**config.mk**
```make
export PLATFORM = sky130hd
export DESIGN_NAME = div_mask_seq
export DESIGN_NICKNAME = d
export VERILOG_FILES = /design/src/rtl/div_pkg.sv /design/src/rtl/div_split.sv /design/src/rtl/path_seq.sv /design/src/rtl/issue_tally.sv /design/src/rtl/div_mask_seq.sv
export SDC_FILE = /design/constraint.sdc
export NUM_CORES = 1
export LEC_CHECK = 0
export ABC_AREA = 1
export BUFFER_PORTS_ARGS = -buffer_cell sky130_fd_sc_hd__buf_2
export CORE_AREA = 2 2 124 174
export CTS_CLUSTER_DIAMETER = 120
export CTS_CLUSTER_SIZE = 30
export DETAILED_ROUTE_END_ITERATION = 10
export DIE_AREA = 0 0 126 176
export HOLD_SLACK_MARGIN = 0.02
export PLACE_DENSITY = 0.72
export SLEW_MARGIN = 20
export SYNTH_ARGS = -nofsm -noshare
export SYNTH_HDL_FRONTEND = slang
export SYNTH_SLANG_ARGS = --single-unit
```
**constraint.sdc**
```tcl
create_clock -name clk -period 7.75 [get_ports clk]
set_clock_uncertainty 0.1 [all_clocks]
set_input_delay 0.3875 -clock clk [delete_from_list [all_inputs] [get_ports clk]]
set_output_delay 0.3875 -clock clk [all_outputs]
set_load 0.05 [all_outputs]
```
**src/rtl/div_pkg.sv**
```systemverilog
// Shared types for the warp divergence sequencer.
package div_pkg;
    // Which side of the branch is being issued.
    typedef enum logic [1:0] {
        PH_IDLE  = 2'd0,
        PH_TAKEN = 2'd1,
        PH_FALL  = 2'd2
    } phase_e;
endpackage

```
**src/rtl/div_split.sv**
```systemverilog
// Splits the live lanes by branch outcome and decides which sides run.
// Assumes: purely combinational; a side runs only if it has lanes and
// a non-zero length.
module div_split #(
    parameter int LANES = 32,
    parameter int LEN_W = 8
) (
    input  logic [LANES-1:0] taken,
    input  logic [LANES-1:0] entry_mask,
    input  logic [LEN_W-1:0] len_taken,
    input  logic [LEN_W-1:0] len_fall,
    output logic [LANES-1:0] grp_taken,
    output logic [LANES-1:0] grp_fall,
    output logic             run_taken,
    output logic             run_fall
);
    // Form the two lane groups and the run decisions.
    always_comb begin
        grp_taken = taken & entry_mask;
        grp_fall  = ~taken & entry_mask;
        run_taken = (grp_taken != '0) && (len_taken != '0);
        run_fall  = (grp_fall != '0) && (len_fall != '0);
    end
endmodule

```
**src/rtl/path_seq.sv**
```systemverilog
// Sequences the taken side, then the fall-through side, then restores the
// pre-branch mask. Assumes single-level divergence; events offered while a
// split is in flight are dropped.
module path_seq
    import div_pkg::*;
#(
    parameter int LANES = 32,
    parameter int LEN_W = 8
) (
    input  logic             clk,
    input  logic             rst_n,
    input  logic             ev_valid,
    input  logic [LANES-1:0] ev_entry,
    input  logic [LANES-1:0] grp_taken,
    input  logic [LANES-1:0] grp_fall,
    input  logic             run_taken,
    input  logic             run_fall,
    input  logic [LEN_W-1:0] len_taken,
    input  logic [LEN_W-1:0] len_fall,
    output logic             busy,
    output logic             issue_valid,
    output logic [LANES-1:0] issue_mask
);
    phase_e           phase;
    logic [LEN_W-1:0] remain;
    logic [LEN_W-1:0] fall_len_q;
    logic             fall_run_q;
    logic [LANES-1:0] taken_q;
    logic [LANES-1:0] fall_q;
    logic [LANES-1:0] saved_q;
    logic             accept;

    assign accept = ev_valid && (phase == PH_IDLE);

    // Phase machine with a per-side countdown.
    always_ff @(posedge clk) begin
        if (!rst_n) begin
            phase      <= PH_IDLE;
            remain     <= '0;
            fall_len_q <= '0;
            fall_run_q <= 1'b0;
            taken_q    <= '0;
            fall_q     <= '0;
            saved_q    <= '1;
        end else begin
            case (phase)
                PH_IDLE: if (accept) begin
                    saved_q    <= ev_entry;
                    taken_q    <= grp_taken;
                    fall_q     <= grp_fall;
                    fall_len_q <= len_fall;
                    fall_run_q <= run_fall;
                    if (run_taken) begin
                        phase  <= PH_TAKEN;
                        remain <= len_taken;
                    end else if (run_fall) begin
                        phase  <= PH_FALL;
                        remain <= len_fall;
                    end
                end
                PH_TAKEN: if (remain == LEN_W'(1)) begin
                    if (fall_run_q) begin
                        phase  <= PH_FALL;
                        remain <= fall_len_q;
                    end else begin
                        phase <= PH_IDLE;
                    end
                end else begin
                    remain <= remain - LEN_W'(1);
                end
                PH_FALL: if (remain == LEN_W'(1)) begin
                    phase <= PH_IDLE;
                end else begin
                    remain <= remain - LEN_W'(1);
                end
                default: phase <= PH_IDLE;
            endcase
        end
    end

    // Drive the issue strobe and the mask for the current phase.
    always_comb begin
        issue_valid = (phase != PH_IDLE);
        busy        = issue_valid;
        case (phase)
            PH_TAKEN: issue_mask = taken_q;
            PH_FALL:  issue_mask = fall_q;
            default:  issue_mask = saved_q;
        endcase
    end

    // the two sides of one split never share a lane
    disjoint_sides_chk: assert property (@(posedge clk) disable iff (!rst_n)
        (phase == PH_FALL && $past(phase) == PH_TAKEN) |->
        ((issue_mask & $past(issue_mask)) == '0));

    // an issued mask stays inside the pre-branch mask
    inside_entry_chk: assert property (@(posedge clk) disable iff (!rst_n)
        issue_valid |-> ((issue_mask & ~saved_q) == '0));

    // an issue never goes out with no live lane
    live_lane_chk: assert property (@(posedge clk) disable iff (!rst_n)
        issue_valid |-> (issue_mask != '0));

    // an event offered while busy leaves the restore mask unchanged
    busy_drop_chk: assert property (@(posedge clk) disable iff (!rst_n)
        (busy && ev_valid) |=> $stable(saved_q));
endmodule

```
**src/rtl/issue_tally.sv**
```systemverilog
// Running tallies of issue slots and masked lane-cycles.
// Assumes counters wrap at their width.
module issue_tally #(
    parameter int LANES = 32,
    parameter int CNT_W = 32
) (
    input  logic             clk,
    input  logic             rst_n,
    input  logic             issue_valid,
    input  logic [LANES-1:0] issue_mask,
    output logic [CNT_W-1:0] slot_count,
    output logic [CNT_W-1:0] masked_lane_count
);
    localparam int POP_W = $clog2(LANES + 1);

    logic [POP_W-1:0] live;
    logic [POP_W-1:0] idle;
    logic             armed;

    // Count live lanes in the issued mask.
    always_comb begin
        live = '0;
        for (int i = 0; i < LANES; i++) live = live + POP_W'(issue_mask[i]);
        idle = POP_W'(LANES) - live;
    end

    // Accumulate both tallies on issue cycles.
    always_ff @(posedge clk) begin
        if (!rst_n) begin
            slot_count        <= '0;
            masked_lane_count <= '0;
            armed             <= 1'b0;
        end else begin
            armed <= 1'b1;
            if (issue_valid) begin
                slot_count        <= slot_count + CNT_W'(1);
                masked_lane_count <= masked_lane_count + CNT_W'(idle);
            end
        end
    end

    // each issue cycle adds exactly one slot
    slot_step_chk: assert property (@(posedge clk) disable iff (!rst_n)
        (armed && $past(issue_valid)) |-> (slot_count == $past(slot_count) + CNT_W'(1)));

    // the masked tally never grows by more than the lane count
    lane_step_chk: assert property (@(posedge clk) disable iff (!rst_n)
        armed |-> ((masked_lane_count - $past(masked_lane_count)) <= CNT_W'(LANES)));
endmodule

```
**src/rtl/div_mask_seq.sv**
```systemverilog
// Top: active-lane mask sequencer for one warp through a two-way branch.
// Assumes one divergence level; branch events during a split are dropped.
module div_mask_seq #(
    parameter int LANES = 32,
    parameter int LEN_W = 8,
    parameter int CNT_W = 32
) (
    input  logic             clk,
    input  logic             rst_n,
    input  logic             br_valid,
    input  logic [LANES-1:0] br_taken,
    input  logic [LANES-1:0] br_entry_mask,
    input  logic [LEN_W-1:0] br_len_taken,
    input  logic [LEN_W-1:0] br_len_fall,
    output logic             busy,
    output logic             issue_valid,
    output logic [LANES-1:0] issue_mask,
    output logic [CNT_W-1:0] slot_count,
    output logic [CNT_W-1:0] masked_lane_count
);
    logic [LANES-1:0] grp_taken;
    logic [LANES-1:0] grp_fall;
    logic             run_taken;
    logic             run_fall;

    div_split #(.LANES(LANES), .LEN_W(LEN_W)) u_split (
        .taken      (br_taken),
        .entry_mask (br_entry_mask),
        .len_taken  (br_len_taken),
        .len_fall   (br_len_fall),
        .grp_taken  (grp_taken),
        .grp_fall   (grp_fall),
        .run_taken  (run_taken),
        .run_fall   (run_fall)
    );

    path_seq #(.LANES(LANES), .LEN_W(LEN_W)) u_seq (
        .clk         (clk),
        .rst_n       (rst_n),
        .ev_valid    (br_valid),
        .ev_entry    (br_entry_mask),
        .grp_taken   (grp_taken),
        .grp_fall    (grp_fall),
        .run_taken   (run_taken),
        .run_fall    (run_fall),
        .len_taken   (br_len_taken),
        .len_fall    (br_len_fall),
        .busy        (busy),
        .issue_valid (issue_valid),
        .issue_mask  (issue_mask)
    );

    issue_tally #(.LANES(LANES), .CNT_W(CNT_W)) u_tally (
        .clk               (clk),
        .rst_n             (rst_n),
        .issue_valid       (issue_valid),
        .issue_mask        (issue_mask),
        .slot_count        (slot_count),
        .masked_lane_count (masked_lane_count)
    );
endmodule

```
==> results of run 1 <==
## cell usage in the layout, fill, tap and decap left out, types with 20 or more instances in the layout
| cell | synthesis | layout |
|---|---|---|
| a211oi_1 | 62 | 62 |
| a21oi_1 | 90 | 77 |
| buf_2 | 21 | 180 |
| dfxtp_1 | 179 | 177 |
| ha_1 | 44 | 40 |
| inv_1 | 193 | 187 |
| nand2_1 | 321 | 319 |
| nand3_1 | 61 | 59 |
| nor2_1 | 184 | 183 |
| nor3_1 | 21 | 20 |
| o21ai_0 | 78 | 71 |
## cell type report
cell class	count	area (um2)	share of cell area, %
multi-input cells	1006	5800	47.6
clock inverters	14	211	1.73
inverters	199	753	6.17
repair inverters	1	7.51	0.0615
flip-flops and latches	179	3590	29.4
clock buffers	18	439	3.60
repair buffers	198	1080	8.82
well taps	256	320	2.63
## worst max path at each step
stage,to,slack (ps),cells past startpoint
finish,u_tally.masked_lane_count[27]$_SDFFE_PN0N_,370,31
detailed placement,u_tally.masked_lane_count[13]$_SDFFE_PN0N_,10,32
global placement,u_tally.masked_lane_count[13]$_SDFFE_PN0N_,250,32
CTS,u_tally.masked_lane_count[26]$_SDFFE_PN0N_,30,32
global route,u_tally.masked_lane_count[22]$_SDFFE_PN0N_,-20,34
floorplan,u_tally.masked_lane_count[25]$_SDFFE_PN0N_,0.8,33
## registers in the layout, indices dropped and copies added (netlist names)
register	count
u_tally.slot_count	32
u_seq.fall_q	32
u_seq.fall_len_q	8
u_seq.saved_q	32
u_seq.remain	8
u_seq.fall_run_q	1
u_seq.phase	2
u_seq.taken_q	32
u_tally.masked_lane_count	32
## routing by layer
| metal | track usage (%) | vias up | routed length, um |
|---|---|---|---|
| met2 | 46.9 | 331 | 14900 |
| li1 | - | 5020 | - |
| met3 | 4.64 | 65 | 1480 |
| met5 | 0 | - | 0 |
| met1 | 28.7 | 4655 | 11400 |
| met4 | 14.7 | 0 | 1430 |
## kinds of logic after synthesis
group           count (synthesis)
buf+inv                       264
xor+xnor                       23
compound gates                278
simple gates                  636
flops                         179
fa+ha+maj                      69
## stage by stage
| step | std cells | setup TNS (ps) | hold slack (ps) | util, % | setup slack, ps |
|---|---|---|---|---|---|
| 6_report | 1871 | 0 | 73.3 | 59.6 | 375 |
| 4_1_cts | 1866 | 0 | 55.3 | 59.0 | 30.5 |
| 2_1_floorplan | 1449 | 0 | 330 | - | 0.806 |
| 5_1_grt | 1871 | -20.1 | 79.0 | 59.6 | -20.1 |
| 3_3_place_gp | 1833 | 0 | 344 | 55.7 | 249 |
| 3_5_place_dp | 1833 | 0 | 354 | 55.7 | 14.4 |
## critical path, delay by kind of cell (launching register included)
family / cells / cell delay [ps]
xor gates and xnor gates: 1 / 170
and+or+nand+nor: 6 / 750
AOI/OAI and AO/OA: 4 / 620
buffers and inverters: 8 / 540
DFF: 1 / 370
adders and majority gates: 12 / 4720
## timing repair
item                       4_1_cts  5_1_grt
setup buffers                    0        5
gates resized for setup          5       35
gates cloned                     1        0
pin swaps                        0       16
setup endpoints to repair        2       26
==> run metrics, run 1 <==
type of the tightest min-delay check in -> reg; Placed Area 11400 um2; min-delay src br_entry_mask[28]; count of final setup violators 0; area leader, netlist dfxtp_1; Slew @ Worst Pin roughly 1100 ps; yosys warns 0; first-pass GRT wire length roughly 46 mm; CP endpoint kind flip-flop; CP startpoint u_seq.phase[0]$_SDFFE_PN0P_; initial drt markers 580; Layout fillers 1977; Compound-Gate Fraction of Synth Area 16.5%; Clock Latency Late Sink 440 ps; Die H 176 um; number of global-route vias before repair around 9600; HPWL after DPL 21.6 mm; # diodes 0; Netlist Area Pre-Place 10300 um2; CTS max path bufs 2; Worst setup SP type flip-flop; largest net degree at the start of global routing 113; final hold viol count 0; Vias/cell 5.38; WL per Instance 15.6 um; total track usage 26.0%; htree depth 4; Crit-path slowest cell fa_2; CP Class reg -> reg; CTS tree built; R2R Setup Slk 370 ps; wirelength, routed 29.2 mm; min Tclk post-route 7380 ps; CP arrival 7640 ps; FP Rows 62; largest family of logic cells by synthesized area simple AND/OR/NAND/NOR gates; CP max FO 5; vias 10071; clk slew on worst S/H paths 80 ps; ratio of cells with drive above 1 in the final layout about a fifth; DIE AREA 22200 um2; IO Port Bufs 180; Final Max Slew Viols 0; core outline area 20500 um2; status finished, final reports clean; Simple-Gate Fraction of Synth Area 26.4%; Post-Synth XOR/XNOR Area 1.96%; syn_area_per_cell 7.10 um2; IO Count approximately 180; FF-to-FF Start u_seq.phase[0]$_SDFFE_PN0P_; CTS Sinks 179; worst r2r path cells 31; Final nets 1754; initial antenna violation count 0; synth unique cells 48; max cap viols 0; Max Clock Freq 0.136 GHz; Num CTS Buffers 17; Hold-fix buffers, CTS 0; synth cell count leaders nand2_1 (321), inv_1 (193), nor2_1 (184); die width 126 um; GRT overflow 0; DR DRC count 0; Synth top area share 34.8%; relative slew slack 29.4%; hold endpoint u_seq.saved_q[28]$_SDFFE_PN1P_; cell area after layout 12200 um2; most numerous cell in the Yosys netlist nand2_1; Final period util 95.2%; mux cell area share after synthesis 0%; Cells after Synth 1449; GPL Wtd Cong 0.898; reg2reg end u_tally.masked_lane_count[27]$_SDFFE_PN0N_; synth top area cells dfxtp_1 (35%), nand2_1 (12%), inv_1 (7.0%); Pre-Repair DR Iteration Count 5; Synth Flop Type dfxtp_1; Post-Syn Nets approximately 1600; post-synthesis sequential area ratio 34.8%; Root Driver clkbuf_16; remaining antenna violation count after routing 0; Worst Hold Path Cells 3; biggest cell delay along the critical path approximately 530 ps; Synth Register Bits ~180; Initial Utilization 50.2%; Post-synth ARST share 0%; most used cell, CP inv_1; Crit path required time 8020 ps; Synth Area in Adders 10.2%; number of synthesized flops with an enable pin 0; P&R area growth vs syn 18.6%
Power of run 1 is not shown: default switching activity piles up to over one toggle a cycle in this logic, so the estimate is an artifact.
==> run 2: changes to the inputs <==
--- a/config.mk
+++ b/config.mk
@@ -7,13 +7,14 @@
 export LEC_CHECK = 0
 export ABC_AREA = 1
 export BUFFER_PORTS_ARGS = -buffer_cell sky130_fd_sc_hd__buf_2
-export CORE_AREA = 2 2 124 174
+export CORE_AREA = 2 2 119 167
 export CTS_CLUSTER_DIAMETER = 120
 export CTS_CLUSTER_SIZE = 30
 export DETAILED_ROUTE_END_ITERATION = 10
-export DIE_AREA = 0 0 126 176
+export DIE_AREA = 0 0 121 169
 export HOLD_SLACK_MARGIN = 0.02
-export PLACE_DENSITY = 0.72
+export PLACE_DENSITY = 0.75
+export SETUP_SLACK_MARGIN = 0.02
 export SLEW_MARGIN = 20
 export SYNTH_ARGS = -nofsm -noshare
 export SYNTH_HDL_FRONTEND = slang
==> constraint.sdc (replaced) <==
create_clock -name clk -period 7.6 [get_ports clk]
set_clock_uncertainty 0.1 [all_clocks]
set_input_delay 0.38 -clock clk [delete_from_list [all_inputs] [get_ports clk]]
set_output_delay 0.38 -clock clk [all_outputs]
set_load 0.05 [all_outputs]
==> run metrics, run 2 (synthesis results as in run 1) <==
number of global-route vias before repair around 9500; IO Port Bufs 180; CP arrival 7620 ps; total track usage 28.1%; initial drt markers 775; DR DRC count 0; most frequent cells in the layout nand2_1 (319), inv_1 (185), nor2_1 (182); remaining antenna violation count after routing 0; biggest cell delay along the critical path 530 ps; count of final setup violators 0; relative slew slack 31.1%; Final nets between 1500 and 2000; CTS max path bufs 2; HPWL after DPL 21.2 mm; final hold viol count 0; die width 121 um; FP Rows 60; Initial Utilization a little over half; initial antenna violation count 0; DIE AREA 20400 um2; min Tclk post-route 7350 ps; Max Clock Freq 0.136 GHz; GRT overflow 0; status finished, final reports clean; Worst setup SP type flip-flop; Crit path required time 7870 ps; CP endpoint kind flip-flop; Clock Latency Late Sink 450 ps; critical path's top delay family adder cells; CP Class reg -> reg; Final period util between 90% and 100%; Vias/cell 5.35; CP max FO 10; max cap viols 0; # diodes 0; clk slew on worst S/H paths 80 ps; core outline area 19000 um2; commonest non-fill, non-tap cell in the layout nand2_1; Hold-fix buffers, CTS 0; crit path buf inv count 7; Pre-Repair DR Iteration Count 5; largest net degree at the start of global routing 103; Die H 169 um; most used cell, CP fa_1; ratio of cells with drive above 1 in the final layout 19.3%; Crit-path slowest cell fa_1; Post-Route Setup TNS 0 ps; CTS Sinks 179; htree depth 4; wirelength, routed 29.3 mm; IO Count 181; Slew @ Worst Pin between 1000 and 1500 ps; Final Max Slew Viols 0; Root Driver clkbuf_16; CTS tree built; first-pass GRT wire length 45.6 mm; vias 10002; P&R area growth vs syn 19.1%; GPL Wtd Cong 0.883; WL per Instance 15.7 um; Num CTS Buffers 17; type of the tightest min-delay check in -> reg
run 2: cell count changes in the layout (fill, tap and decap cells not counted), sizes merged:
cell,previous run,this run
buf,198,203
bufinv,4,0
clkinv,2,5
clkinvlp,3,5
run 2: per-layer routing:
metal,global-route usage [%],wire [um],vias to the layer above
met5,0,0,-
met3,3.74,1490,76
li1,-,-,5020
met2,51.5,15200,329
met4,14.8,1200,0
met1,31.2,11500,4577
run 2: timing repair:
action | in CTS | in global routing
endpoints found under the setup margin | 21 | 26
pin swaps | 3 | 14
endpoints found under the hold margin | 0 | 0
gates resized for setup | 8 | 28
setup buffers | 1 | 9
gates cloned | 1 | 1
run 2: final cells by class:
cell class	count	area, um2
multi-input cells	1006	5860
inverters	199	753
fillers	1754	6730
well taps	248	310
clock buffers	17	425
clock inverters	15	163
flip-flops and latches	179	3580
repair inverters	1	7.51
repair buffers	204	1150
run 2: tightest hold or removal path, delay by kind of cell:
kind          cells  cell delay, ps
buf+inv           1              90
simple gates      2             100
run 2: through the flow:
step	instances	hold slack [ps]	area, um2	worst slack (ps)	utilization, %
floorplan	1449	330	10400	41.6	-
global placement	1825	348	11500	81.1	60.4
detailed placement	1825	349	11500	-203	60.4
CTS	1859	52.9	12100	21.4	63.7
global route	1869	81.5	12300	-58.3	64.5
finish	1869	57.9	12300	251	64.5
run 2: path summary, 6_finish.rpt:
path,start,endpoint,slack [ps],cells past startpoint
worst min-delay path,br_entry_mask[16],u_seq.saved_q[16]$_SDFFE_PN1P_,60,3
worst min register to register,u_seq.fall_len_q[7]$_SDFFE_PN0P_,u_seq.fall_len_q[7]$_SDFFE_PN0P_,360,2
worst max register to register,u_seq.phase[0]$_SDFFE_PN0P_,u_tally.masked_lane_count[27]$_SDFFE_PN0N_,250,30
worst max-delay path,u_seq.phase[0]$_SDFFE_PN0P_,u_tally.masked_lane_count[27]$_SDFFE_PN0N_,250,30
Power of run 2 is left out for the same reason.
